## src/rtl/irq_route_pkg.sv

```systemverilog
package irq_route_pkg;
    // Number of cores served by the router.
    localparam int unsigned CORES = 2;

    // Read-port machine states.
    typedef enum logic [0:0] {
        RD_IDLE = 1'b0,
        RD_RESP = 1'b1
    } rd_state_e;
endpackage

```

## src/rtl/irq_route_regs.sv

```systemverilog
module irq_route_regs
    import irq_route_pkg::*;
#(
    parameter int unsigned NUM_SRC    = 112,
    parameter int unsigned NUM_CORE   = 2,
    parameter int unsigned ADDR_W     = 9,
    parameter int unsigned DATA_W     = 16,
    parameter int unsigned ROUTE_BASE = 'h80,
    parameter int unsigned ID_ADDR    = 'h4
) (
    input  logic                              clk,
    input  logic                              rst_n,
    input  logic                              req,
    input  logic                              we,
    input  logic [ADDR_W-1:0]                 addr,
    input  logic [DATA_W-1:0]                 wdata,
    input  logic                              core_id,
    output logic [DATA_W-1:0]                 rdata,
    output logic                              rvalid,
    output logic [NUM_CORE-1:0][NUM_SRC-1:0]  en_o
);
    localparam int unsigned IDX_W = $clog2(NUM_SRC);
    localparam logic [ADDR_W-1:0] BASE_A = ADDR_W'(ROUTE_BASE);
    localparam logic [ADDR_W-1:0] END_A  = ADDR_W'(ROUTE_BASE + 2 * NUM_SRC);
    localparam logic [ADDR_W-1:0] ID_A   = ADDR_W'(ID_ADDR);

    logic             route_hit;
    logic             id_hit;
    logic [IDX_W-1:0] idx;
    logic [DATA_W-1:0] rd_next;
    logic             unused_wdata_hi;
    rd_state_e        state_q, state_d;

    // Address decode: only even addresses inside the routing window are defined.
    always_comb begin
        route_hit = (addr >= BASE_A) && (addr < END_A) && !addr[0];
        id_hit    = (addr == ID_A);
        idx       = IDX_W'((addr - BASE_A) >> 1);
    end

    assign unused_wdata_hi = ^wdata[DATA_W-1:NUM_CORE];

    // Per-source routing storage.
    for (genvar n = 0; n < NUM_SRC; n++) begin : g_src
        always_ff @(posedge clk or negedge rst_n) begin
            if (!rst_n) begin
                for (int k = 0; k < NUM_CORE; k++) en_o[k][n] <= 1'b0;
            end else if (req && we && route_hit && (idx == IDX_W'(n))) begin
                for (int k = 0; k < NUM_CORE; k++) en_o[k][n] <= wdata[k];
            end
        end
    end

    // Read data selection.
    always_comb begin
        rd_next = '0;
        if (id_hit) begin
            rd_next = DATA_W'(core_id);
        end else if (route_hit) begin
            for (int k = 0; k < NUM_CORE; k++) rd_next[k] = en_o[k][idx];
        end
    end

    // Read machine: state register.
    always_ff @(posedge clk or negedge rst_n) begin
        if (!rst_n) state_q <= RD_IDLE;
        else        state_q <= state_d;
    end

    // Read machine: transitions.
    always_comb begin
        state_d = state_q;
        unique case (state_q)
            RD_IDLE: if (req && !we) state_d = RD_RESP;   // read accepted
            RD_RESP: if (req && !we) state_d = RD_RESP;   // back-to-back read
                     else            state_d = RD_IDLE;   // response done
            default: state_d = RD_IDLE;
        endcase
    end

    // Read machine: outputs.
    always_ff @(posedge clk or negedge rst_n) begin
        if (!rst_n)            rdata <= '0;
        else if (req && !we)   rdata <= rd_next;
    end

    assign rvalid = (state_q == RD_RESP);

    p_rd_latency_r8: assert property (@(posedge clk) disable iff (!rst_n)
        (req && !we) |=> rvalid);

    p_rvalid_cause_r8: assert property (@(posedge clk) disable iff (!rst_n)
        rvalid |-> $past(req && !we));

    p_upper_zero_r6: assert property (@(posedge clk) disable iff (!rst_n)
        rvalid |-> (rdata[DATA_W-1:NUM_CORE] == '0));

    p_undef_read_zero_r9: assert property (@(posedge clk) disable iff (!rst_n)
        (req && !we && !route_hit && !id_hit) |=> (rdata == '0));
endmodule

```

## src/rtl/irq_route_fanout.sv

```systemverilog
module irq_route_fanout #(
    parameter int unsigned NUM_SRC  = 112,
    parameter int unsigned NUM_CORE = 2
) (
    input  logic                              clk,
    input  logic                              rst_n,
    input  logic [NUM_SRC-1:0]                src,
    input  logic [NUM_CORE-1:0][NUM_SRC-1:0]  en,
    output logic [NUM_CORE-1:0][NUM_SRC-1:0]  irq_q
);
    for (genvar k = 0; k < NUM_CORE; k++) begin : g_core
        always_ff @(posedge clk or negedge rst_n) begin
            if (!rst_n) irq_q[k] <= '0;
            else        irq_q[k] <= src & en[k];
        end

        p_needs_src_r10: assert property (@(posedge clk) disable iff (!rst_n)
            (irq_q[k] & ~$past(src)) == '0);

        p_needs_route_r5: assert property (@(posedge clk) disable iff (!rst_n)
            (irq_q[k] & ~$past(en[k])) == '0);
    end
endmodule

```

## src/rtl/irq_route_top.sv

```systemverilog
module irq_route_top
    import irq_route_pkg::*;
#(
    parameter int unsigned NUM_SRC    = 112,
    parameter int unsigned ADDR_W     = 9,
    parameter int unsigned DATA_W     = 16,
    parameter int unsigned ROUTE_BASE = 'h80,
    parameter int unsigned ID_ADDR    = 'h4
) (
    input  logic               clk,
    input  logic               rst_n,
    input  logic               reg_req_i,
    input  logic               reg_we_i,
    input  logic [ADDR_W-1:0]  reg_addr_i,
    input  logic [DATA_W-1:0]  reg_wdata_i,
    input  logic               reg_core_id_i,
    output logic [DATA_W-1:0]  reg_rdata_o,
    output logic               reg_rvalid_o,
    input  logic [NUM_SRC-1:0] irq_src_i,
    output logic [NUM_SRC-1:0] core0_irq_o,
    output logic [NUM_SRC-1:0] core1_irq_o
);
    logic [CORES-1:0][NUM_SRC-1:0] en;
    logic [CORES-1:0][NUM_SRC-1:0] irq_q;

    irq_route_regs #(
        .NUM_SRC(NUM_SRC), .NUM_CORE(CORES), .ADDR_W(ADDR_W),
        .DATA_W(DATA_W), .ROUTE_BASE(ROUTE_BASE), .ID_ADDR(ID_ADDR)
    ) u_regs (
        .clk(clk), .rst_n(rst_n), .req(reg_req_i), .we(reg_we_i),
        .addr(reg_addr_i), .wdata(reg_wdata_i), .core_id(reg_core_id_i),
        .rdata(reg_rdata_o), .rvalid(reg_rvalid_o), .en_o(en)
    );

    irq_route_fanout #(.NUM_SRC(NUM_SRC), .NUM_CORE(CORES)) u_fanout (
        .clk(clk), .rst_n(rst_n), .src(irq_src_i), .en(en), .irq_q(irq_q)
    );

    assign core0_irq_o = irq_q[0];
    assign core1_irq_o = irq_q[1];

    p_reset_quiet_r1: assert property (@(posedge clk) disable iff (!rst_n)
        $rose(rst_n) |-> (core0_irq_o == '0 && core1_irq_o == '0));
endmodule

```

## config.mk

```make
export PLATFORM = sky130hd
export DESIGN_NAME = irq_route_top
export DESIGN_NICKNAME = d
export VERILOG_FILES = /design/src/rtl/irq_route_pkg.sv /design/src/rtl/irq_route_regs.sv /design/src/rtl/irq_route_fanout.sv /design/src/rtl/irq_route_top.sv
export SDC_FILE = /design/constraint.sdc
export NUM_CORES = 1
export LEC_CHECK = 0
export BUFFER_PORTS_ARGS = -buffer_cell sky130_fd_sc_hd__buf_4
export CORE_UTILIZATION = 59
export CTS_CLUSTER_DIAMETER = 60
export DETAILED_ROUTE_END_ITERATION = 8
export GPL_TIMING_DRIVEN = 0
export HOLD_SLACK_MARGIN = 0.02
export PLACE_DENSITY = 0.85
export REMOVE_ABC_BUFFERS = 1
export SYNTH_ARGS = -nofsm -noshare
export SYNTH_HDL_FRONTEND = slang
export SYNTH_SLANG_ARGS = --single-unit
```

## constraint.sdc

```tcl
create_clock -name clk -period 4.9 [get_ports clk]
set_input_delay 1.225 -clock clk [delete_from_list [all_inputs] [get_ports clk]]
set_output_delay 1.225 -clock clk [all_outputs]
set_load 0.03 [all_outputs]
```

==> impl_metrics.csv <==
group,metric,value,unit
run_status,outcome,"complete, no violations",
critical_path,crit_slowest_cell,"buf_4",
global_routing,grt_util_met2,51.61,%
sta,period_needed,3.661,ns
flow_run,maxCapViolations,0,
clocking,clk_pin_slew_worst_paths,0.06,ns
critical_path,crit_fanout,50,
yosys,synthFlopType,"dfrtp_1",
sta,setup_viol,0,
detailed_routing,vias,11800,
clocking,cts_buffer_depth,3,
layout,antenna_cells,0,
placed_design,dpl_cell_area,21140,um^2
global_routing,grt.busiest_layer,"met2",
yosys,syn-mean-instance-area,13.83,um^2
global_routing,grt_max_degree,132,
global_routing,gr-usage-all-layers,30.36,%
clocking,clock_latency,0.53,ns
detailed_routing,drt-total-wl,46.74,mm
detailed_routing,first_pass_iters,5,
placed_design,dpl.cell_count,2004,
layout,final_cell_area,22620,um^2
global_routing,antenna_found_initial,0,
detailed_routing,wl_per_cell,22.46,um
die,boundaryPins,383,
yosys,syn_area,18210,um^2
critical_path,worst_setup_path_end_kind,"flip-flop",
layout,nets,1803,
global_routing,overflow,0,
critical_path,crit_buf_inv,2,
yosys,yosysUniqueCellTypes,43,
placed_design,port_buffers,354,
clocking,cts_tree,"done",
die,die_w,177.7,um
detailed_routing,via_per_inst,5.668,
clocking,cts_made_buffers,45,
clocking,clock_sinks,451,
yosys,netlist_instances,1317,
critical_path,required,5.29,ns
critical_path,cp_top_family,"multiplexers",
critical_path,start_kind,"input port",
critical_path,arrival,4.06,ns
die,dieArea,31580,um^2
placed_design,dp_hpwl,32.31,mm
sta,worst_slew_pin_slew,1.203,ns
yosys,synth_edf_count,0,
detailed_routing,drtIter0Drc,907,
layout,drive_above_1_share,38.85,%
critical_path,r2r-start,"u_regs.en_o[19]$_DFFE_PN0P_",
clocking,htree_num_levels,2,
yosys,synth_warnings,0,
global_routing,grtUsageMet3,6.234,%
critical_path,slowest_delay,0.65,ns
sta,period_share,74.72,%
critical_path,critPathKind,"input port to flip-flop",
power_and_ir_drop,p_per_area,338.6,nW/um^2
clocking,cts_root_buf,"clkbuf_16",
sta,worst_slack,1.239,ns
layout,area_growth,24.19,%
placed_design,pre_cts_slack,0.7310,ns
sta,rsz0062_at_grt,"no",
detailed_routing,ant_nets,0,
die,die_y,177.7,um
clocking,ctsHoldBuffers,0,
power_and_ir_drop,peakVddDrop,0.0002765,V
sta,whs,0.5040,ns
hold_path,min_from,"u_regs.en_o[75]$_DFFE_PN0P_",
detailed_routing,drc,0,
die,initial_core_util,60.64,%
sta,drv_slew,0,
yosys,synth-seq-cells,451,
power_and_ir_drop,power_leakage,11.74,nW
sta,maxSlewHeadroom,19.62,%
clocking,ctsResizeCount,0,
global_routing,grt_first_pass_wirelength,71.48,mm
hold_path,hp-class,"flip-flop to flip-flop",
global_routing,grt_pass1_vias,12490,
clocking,postCtsSetupBuffers,0,
critical_path,critical_path.startpoint,"reg_addr_i[2]",
power_and_ir_drop,power,7.657,mW
placed_design,globalplace.congestion,0.8797,
sta,max_freq,0.2731,GHz
yosys,synth-seq-area-share,61.97,%
yosys,async_flop_share,100.0,%
global_routing,grt_use_met1,39.61,%
die,rows,63,
layout,nFillCells,1830,
layout,stdcell_count,2081,
sta,finClkSkew,0.009502,ns
die,coreArea,30030,um^2
critical_path,crit_chain,"buf_4 > buf_16 > mux4_1 > mux4_2 > a22o_1 > a2111oi_2 > nor3_1",
sta,report.final.hold_viol_count,0,
logic make-up (layout without fill, tap and decap cells):
family                 Yosys count  in the layout  synth area share [%]
muxes                          315            315                 21.35
other                            1             14               0.02059
AOI/OAI and AO/OA               41             41                 1.676
and+or+nand+nor                434            434                 12.87
DFF                            451            451                 61.97
buffers and inverters           75            436                 2.123
final timing paths:
kind                                                end  slack (ns)  depth (start not counted)
setup reg to reg            u_regs.rdata[0]$_DFFE_PN0P_        2.59                          6
hold / removal             u_fanout.irq_q[75]$_DFF_PN0_        0.50                          1
setup / recovery            u_regs.rdata[0]$_DFFE_PN0P_        1.24                          7
max in group asynchronous  u_regs.en_o[126]$_DFFE_PN0P_        2.65                          3
min in group asynchronous  u_fanout.irq_q[64]$_DFF_PN0_        0.73                          1
hold reg to reg            u_fanout.irq_q[75]$_DFF_PN0_        0.50                          1
through the flow:
stage,util [%],TNS [ns]
final,75.31,0
after global routing,75.31,0
after CTS,75.31,0
after detailed placement,70.40,0
after global placement,70.00,-711.06
after floorplan,-,0
report_power, final:
part | leakage (nW) | switching [mW] | internal [mW]
clock network | 0.723 | 1.37 | 2.05
logic | 4.72 | 0.281 | 0.166
registers | 6.29 | 0.0280 | 3.76
total | 11.7 | 1.67 | 5.98
Yosys cell counts, types with 15 or more instances:
master    instances  area [um^2]
mux2_2          199         2241
buf_4            21        157.7
mux4_2           31        698.2
nor2_1           88        330.3
nand2_1          56        210.2
mux2i_1          55        550.5
and2_1          227         1420
buf_2            15        75.07
dfrtp_1         451        11290
a22oi_1          19        142.6
mux2_1           26        292.8
clkbuf_1         35        131.4
worst register-to-register path, delay by kind of cell, from the launching register on:
| kind | cells | cell delay [ns] |
|---|---|---|
| AO/OA/AOI/OAI | 3 | 0.97 |
| multiplexers | 1 | 0.53 |
| flip-flops | 1 | 0.40 |
| AND/OR/NAND/NOR | 2 | 0.27 |
registers in the layout (all words and copies together) (netlist names):
name	cells
u_regs.en_o	224
u_fanout.irq_q	224
u_regs.rdata	2
u_regs.rvalid	1
final cells by class:
type / instances / area (um^2) / share of cell area, %
Sequential cell: 451 / 11290 / 49.90
Clock inverter: 7 / 116.4 / 0.5145
Tap cell: 390 / 488.0 / 2.157
Multi-Input combinational cell: 804 / 6589 / 29.13
Clock buffer: 70 / 1360 / 6.013
Inverter: 1 / 3.754 / 0.01660
Timing Repair Buffer: 358 / 2775 / 12.27
cells in the final DEF (no fill, tap or decap), types with 13 or more instances in the layout:
master | synthesis | routed
clkbuf_16 | 0 | 45
nor2_1 | 88 | 88
and2_1 | 227 | 227
clkbuf_8 | 0 | 14
mux2i_1 | 55 | 55
conb_1 | 1 | 14
dfrtp_1 | 451 | 451
buf_4 | 21 | 353
mux2_1 | 26 | 26
mux4_2 | 31 | 31
nand2b_1 | 13 | 13
nand3_1 | 13 | 13
mux2_2 | 199 | 199
nand2_1 | 56 | 56
a22oi_1 | 19 | 19
metal layers:
layer  wire [um]  vias to the layer above
met5           0                        -
met4        1182                        0
met3        3153                       84
met2       23830                      440
met1       18580                     6112
li1            -                     5159
No activity file was read; power rests on OpenSTA's default activity.
